[src/rtl/glitch_pkg.sv]
`timescale 1ns/1ps
package glitch_pkg;

    typedef enum logic [1:0] {
        SEQ_IDLE   = 2'd0,
        SEQ_COUNT  = 2'd1,
        SEQ_STRIKE = 2'd2
    } seq_state_e;

    typedef struct packed {
        logic       strike;
        logic       busy;
        logic       trig;
    } seq_flags_t;

    function automatic logic idx_matches(input logic [31:0] idx, input logic [31:0] tgt);
        return idx == tgt;
    endfunction

endpackage

[src/rtl/glitch_target_reg.sv]
`timescale 1ns/1ps
module glitch_target_reg #(
    parameter int CNT_W = 16
) (
    input  logic             clk,
    input  logic             rst,
    input  logic             cfg_we,
    input  logic [CNT_W-1:0] cfg_target,
    input  logic             load,
    output logic [CNT_W-1:0] tgt_next,
    output logic [CNT_W-1:0] tgt_act
);
    logic [CNT_W-1:0] tgt_q;

    // a write in the arm cycle is forwarded to the latch
    assign tgt_next = cfg_we ? cfg_target : tgt_q;

    always_ff @(posedge clk) begin
        if (rst) begin
            tgt_q   <= '0;
            tgt_act <= '0;
        end else begin
            if (cfg_we) tgt_q <= cfg_target;
            if (load)   tgt_act <= tgt_next;
        end
    end

    // the latched target moves only when an arm is accepted
    assert_latch_stable_R2: assert property (@(posedge clk) disable iff (rst)
        !load |=> $stable(tgt_act));

endmodule

[src/rtl/glitch_sequencer.sv]
`timescale 1ns/1ps
module glitch_sequencer
    import glitch_pkg::*;
#(
    parameter int CNT_W = 16
) (
    input  logic             clk,
    input  logic             rst,
    input  logic             arm,
    input  logic             locked,
    input  logic [CNT_W-1:0] tgt_next,
    input  logic [CNT_W-1:0] tgt_act,
    output logic             start,
    output seq_flags_t       flags,
    output logic [CNT_W-1:0] cnt
);
    seq_state_e       st;
    logic             trig_q;
    logic [CNT_W-1:0] cnt_inc;

    assign start   = (st == SEQ_IDLE) && arm && locked;
    assign cnt_inc = cnt + 1'b1;

    always_ff @(posedge clk) begin
        if (rst) begin
            st     <= SEQ_IDLE;
            cnt    <= '0;
            trig_q <= 1'b0;
        end else begin
            trig_q <= 1'b0;
            case (st)
                SEQ_IDLE: begin
                    if (start) begin
                        cnt    <= '0;
                        trig_q <= 1'b1;
                        st     <= (tgt_next == '0) ? SEQ_STRIKE : SEQ_COUNT;
                    end
                end
                SEQ_COUNT: begin
                    if (!locked) begin
                        st <= SEQ_IDLE;
                    end else begin
                        cnt <= cnt_inc;
                        if (idx_matches(32'(cnt_inc), 32'(tgt_act))) st <= SEQ_STRIKE;
                    end
                end
                SEQ_STRIKE: st <= SEQ_IDLE;
                default:    st <= SEQ_IDLE;
            endcase
        end
    end

    assign flags.strike = (st == SEQ_STRIKE);
    assign flags.busy   = (st != SEQ_IDLE);
    assign flags.trig   = trig_q;

    assert_trig_single_R4: assert property (@(posedge clk) disable iff (rst)
        flags.trig |=> !flags.trig);
    assert_start_zero_R3: assert property (@(posedge clk) disable iff (rst)
        (flags.busy && !$past(flags.busy)) |-> (cnt == '0 && flags.trig));
    assert_count_step_R5: assert property (@(posedge clk) disable iff (rst)
        (flags.busy && $past(flags.busy)) |-> (cnt == $past(cnt) + 1'b1));
    assert_strike_index_R6: assert property (@(posedge clk) disable iff (rst)
        flags.strike |-> (cnt == tgt_act));
    assert_one_strike_R7: assert property (@(posedge clk) disable iff (rst)
        flags.strike |=> !flags.busy);
    assert_lock_abort_R8: assert property (@(posedge clk) disable iff (rst)
        !locked |=> !flags.strike);
    assert_no_restart_R9: assert property (@(posedge clk) disable iff (rst)
        (flags.busy && arm) |=> !flags.trig);

endmodule

[src/rtl/glitch_clock_gate.sv]
`timescale 1ns/1ps
module glitch_clock_gate (
    input  logic clk_base,
    input  logic clk_b,
    input  logic clk_c,
    input  logic strike,
    input  logic locked,
    output logic clk_out
);
    logic sel;

    // half-cycle window: strike cycle, high phase of base, after clk_c rises
    assign sel     = strike & locked & clk_base & clk_c;
    assign clk_out = sel ? clk_b : clk_base;

endmodule

[src/rtl/glitch_injector.sv]
`timescale 1ns/1ps
module glitch_injector
    import glitch_pkg::*;
#(
    parameter int CNT_W = 16
) (
    input  logic             clk_base,
    input  logic             clk_b,
    input  logic             clk_c,
    input  logic             rst,
    input  logic             locked,
    input  logic             cfg_we,
    input  logic [CNT_W-1:0] cfg_target,
    input  logic             arm,
    output logic             clk_out,
    output logic             trig,
    output logic             busy,
    output logic [CNT_W-1:0] cyc_count
);
    logic             start;
    logic [CNT_W-1:0] tgt_next;
    logic [CNT_W-1:0] tgt_act;
    seq_flags_t       flags;

    glitch_target_reg #(.CNT_W(CNT_W)) u_tgt (
        .clk(clk_base), .rst(rst), .cfg_we(cfg_we), .cfg_target(cfg_target),
        .load(start), .tgt_next(tgt_next), .tgt_act(tgt_act)
    );

    glitch_sequencer #(.CNT_W(CNT_W)) u_seq (
        .clk(clk_base), .rst(rst), .arm(arm), .locked(locked),
        .tgt_next(tgt_next), .tgt_act(tgt_act), .start(start),
        .flags(flags), .cnt(cyc_count)
    );

    glitch_clock_gate u_gate (
        .clk_base(clk_base), .clk_b(clk_b), .clk_c(clk_c),
        .strike(flags.strike), .locked(locked), .clk_out(clk_out)
    );

    assign trig = flags.trig;
    assign busy = flags.busy;

    // just before each falling base edge, a quiet output is still high
    assert_out_follows_R10: assert property (@(negedge clk_base) disable iff (rst)
        !flags.strike |-> clk_out);
    assert_idle_quiet_R1: assert property (@(posedge clk_base) disable iff (rst)
        !busy |-> !trig);

endmodule

[config.mk]
export PLATFORM = sky130hd
export DESIGN_NAME = glitch_injector
export DESIGN_NICKNAME = d
export VERILOG_FILES = /design/src/rtl/glitch_pkg.sv /design/src/rtl/glitch_target_reg.sv /design/src/rtl/glitch_sequencer.sv /design/src/rtl/glitch_clock_gate.sv /design/src/rtl/glitch_injector.sv
export SDC_FILE = /design/constraint.sdc
export NUM_CORES = 1
export LEC_CHECK = 0
export ABC_AREA = 1
export BUFFER_PORTS_ARGS = -buffer_cell sky130_fd_sc_hd__buf_2
export CAP_MARGIN = 20
export CORE_UTILIZATION = 57
export CTS_BUF_LIST = sky130_fd_sc_hd__clkbuf_4 sky130_fd_sc_hd__clkbuf_8 sky130_fd_sc_hd__clkbuf_16
export CTS_CLUSTER_SIZE = 24
export DETAILED_ROUTE_END_ITERATION = 6
export PLACE_DENSITY = 0.79
export SLEW_MARGIN = 5
export SYNTH_ARGS = -nofsm -noshare
export SYNTH_HDL_FRONTEND = slang
export SYNTH_HIERARCHICAL = 1
export SYNTH_SLANG_ARGS = --single-unit
[constraint.sdc]
create_clock -name clk_base -period 2.1 [get_ports clk_base]
set_input_delay 0 -clock clk_base [delete_from_list [all_inputs] [get_ports clk_base]]
set_output_delay 0 -clock clk_base [all_outputs]
set_load 0.02 [all_outputs]
# Word-level counts from Yosys, hierarchy flattened

Index checks and enable logic that the tools add are counted.

$add $sub $neg: 1
Equality and inequality tests: 6
Muxes and demuxes: 11
Bitwise gates (word level): 4
Reductions and logical operators: 9

Operators by type and width:

| operator                | count |
|---|---|
| $mux W16                | 3 |
| $pmux W16 S2            | 1 |
| $add A16 B1 Y16 const B | 1 |
| $eq A16 B16 Y1          | 1 |
| $logic_not A16 Y1       | 1 |
| $mux W2                 | 4 |
| $ne A2 B2 Y1 const B    | 2 |
| $pmux W2 S2             | 1 |
| $reduce_bool A2 Y1      | 2 |
| $and A1 B1 Y1           | 3 |
| $ne A3 B2 Y1 const B    | 1 |
| $reduce_and A3 Y1       | 1 |
| $eq A2 B1 Y1 const B    | 1 |
| $eq A2 B2 Y1 const B    | 1 |
| $logic_and A1 B1 Y1     | 2 |
| $logic_not A2 Y1        | 1 |
| $mux W1                 | 2 |
| $reduce_and A2 Y1       | 1 |
| $reduce_or A2 Y1        | 1 |
| $not A1 Y1              | 1 |

Flip-flop bits (word level): 51
Input bits: 23
Logic and storage cells: 36

# Logic depth before layout (Yosys ltp)

Depth after elaboration: 5
Depth in mapped cells: 16

# By module

The synthesis kept the hierarchy.

By module, submodules not included:

| module            | times used | cells an instance | area each (µm²) |
|---|---|---|---|
| glitch_sequencer  | 1          | 259               | 1516.5 |
| glitch_target_reg | 1          | 186               | 1440.1 |
| glitch_clock_gate | 1          | 6                 | 22.5 |

==> run metrics <==
CTS root buf clkbuf_8; DRC errors left 0; Chip Width 74.3 microns; final hold vios 0; layout cells sized above 1 0.186; final setup vio count 0; final WL 6950 microns; worst-margin pin slew 768 ps; RSZ-0062 raised after global routing no; CTS clk-pin slew, worst paths 100 ps; commonest non-fill, non-tap cells in the layout nand2_1 (152), nor2_1 (50), inv_1 (48), dfxtp_1 (48), buf_2 (41); Crit path top cell by count nand2_1; Pins Over Slew Limit 0; die footprint 5520 sq um; final instance area 3410 sq um; number of synthesized flops with an enable pin 0; Max Freq 504 MHz; number of global-route vias before repair 2576; All-Layer GR Usage 0.268; first-pass GRT wire length 11200 microns; CTS Buffer Depth 2; FF+latch count, synth 51; cts bufs inserted 5; leading cell type in the layout, fill and taps excluded nand2_1; via/cell ratio 5.15; I/O Buffers 41; Distinct cells, synth 32; # IOs 42; Crit Path Max Fanout 4; PnR worst setup slack 117 ps; Critical Path RT 2320 ps; H-Tree Depth 2; Worst setup SP type flip-flop; pin count of the biggest net entering global routing 44; Post-Place Cell Area 3190 sq um; post-DP HPWL 4920 microns; crit-path cells ha_1 -> nand3_4 -> nor2_4 -> xor2_1 -> nand2_1 -> nand2_1 -> nand3_1 -> nor2_1 -> nand2_1 -> nand2_1 -> o21ai_1 -> nand2_1 -> inv_1; Syn Nets 475; effective utilization at floorplan 0.611; fin crit share 0.944; Core Rows 25; clk_skew 5.73 ps; Synth Area per Inst 6.61 sq um; TritonCTS clock tree built; Layout area overhead 14.3%; status finished, final reports clean; Tmin final 1980 ps; max-cap violations 0; Die Y-Extent 74.3 microns; Routability Congestion 0.853; Layout Nets 523; Syn Std Cell Area 2980 sq um; crit path capture type flip-flop; LEAKAGE 1.69 nW; worst min path class in2reg; Final ANT Viol Nets 0; router iterations before antenna repair 5; DRT iter0 DRCs 179; Fin Setup TNS 0 ps; setup slack after placement 126 ps; PwrDens 754 nW/um^2; via count 2925; ys flop type dfxtp_1; ys async rst share 0; routed len/inst 12.2 microns; Core ar. 4880 sq um; maximum vdd drop 628 uV; Slew headroom 0.488; Synthesis Warnings 6; Worst EP arrival 2200 ps; initial antenna violation count 0; critical path class reg2reg; grt ovf 0; filler cell count 437; Gate Count Post-Synth 451; register area share after synthesis 0.343; Crit-path slowest cell dfxtp_2; clk_lat worst skew 310 ps; Crit path largest cell delay 380 ps
-- routing by layer --
metal	vias to the layer above	GRT usage	part of all wire
li1	1517	-	-
met1	1310	0.327	0.45
met2	86	0.472	0.49
met3	12	0.0474	0.041
met4	0	0.0985	0.018
met5	-	0	0
-- sequential cells by signal, summed over array words and instances, names as in the netlist --
signal and flops:
u_seq/trig_q 1, u_seq/st 2, u_tgt/tgt_q 16, u_seq/cnt 16
u_tgt/tgt_act 16
-- critical path: cells and delay by family, from the launching register on --
family,cells,cell delay (ps)
xor gates and xnor gates,1,230
AOI/OAI and AO/OA,1,70
and+or+nand+nor,9,910
buffers and inverters,1,40
DFF,1,380
adders and majority gates,1,250
-- final timing paths --
kind / slack [ps] / start / to / depth (start not counted)
setup / recovery: 120 / u_seq/cnt[0] / u_seq/st[0] / 13
hold / removal: 9 / cfg_target[5] / u_tgt/tgt_q[5] / 3
setup reg to reg: 120 / u_seq/cnt[0] / u_seq/st[0] / 13
hold reg to reg: 490 / u_seq/cnt[1] / u_seq/cnt[1] / 2
-- area by class of cell --
| type | count | area [sq um] | area share |
|---|---|---|---|
| diodes | 1 | 2.50 | 0.000735 |
| clock buffers | 6 | 73.8 | 0.0217 |
| clock inverters | 4 | 22.5 | 0.00661 |
| inverters | 50 | 198 | 0.0580 |
| multi-input cells | 335 | 1670 | 0.490 |
| flip-flops and latches | 51 | 1020 | 0.301 |
| well taps | 67 | 83.8 | 0.0246 |
| repair buffers | 54 | 330 | 0.0970 |
-- synthesized netlist by cell type (all sizes together), types with 3 or more instances --
master    n  area share
a21oi    31       0.052
buf      11       0.032
clkbuf    3      0.0038
dfxtp    51        0.34
inv      50       0.066
nand2   166        0.24
nand3    45       0.096
nand3b    8       0.020
nand4     7       0.015
nor2     58       0.085
nor4      4      0.0084
o21ai     5      0.0084
xnor2     3      0.0088
xor2      3      0.0088
-- per-stage QoR --
| stage | hold slack [ps] | utilization | cells | total power (W) |
|---|---|---|---|---|
| after floorplan | 148 | - | 451 | 0.00179 |
| after global placement | 247 | 0.654 | 549 | 0.00196 |
| after detailed placement | 247 | 0.654 | 549 | 0.00197 |
| after CTS | 2.03 | 0.693 | 567 | 0.00257 |
| after global routing | 23.9 | 0.697 | 567 | 0.00275 |
| final | 8.58 | 0.698 | 568 | 0.00257 |
-- power breakdown --
part           switching, W  internal (W)
clock network      0.000383      0.000255
logic              0.000481      0.000287
registers         0.0000888       0.00107
-- kinds of logic (layout without fill, tap and decap cells) --
kind of cell               after synthesis  count (layout)  synth area share
adders and majority gates                1               1           0.00420
and+or+nand+nor                        290             290             0.468
other                                    0               1                 0
buffers and inverters                   65             114             0.102
xor gates and xnor gates                 6               6            0.0176
AOI/OAI and AO/OA                       38              38            0.0651
DFF                                     51              51             0.343
-- repair_timing --
| item | 4_1_cts | 5_1_grt |
|---|---|---|
| resized for setup | 0 | 8 |
| endpoints found under the hold margin | 9 | 0 |
| setup buffers | 0 | 0 |
| hold buffers | 10 | 0 |
| setup endpoints to repair | 0 | 3 |
No activity file was read; power rests on OpenSTA's default activity.
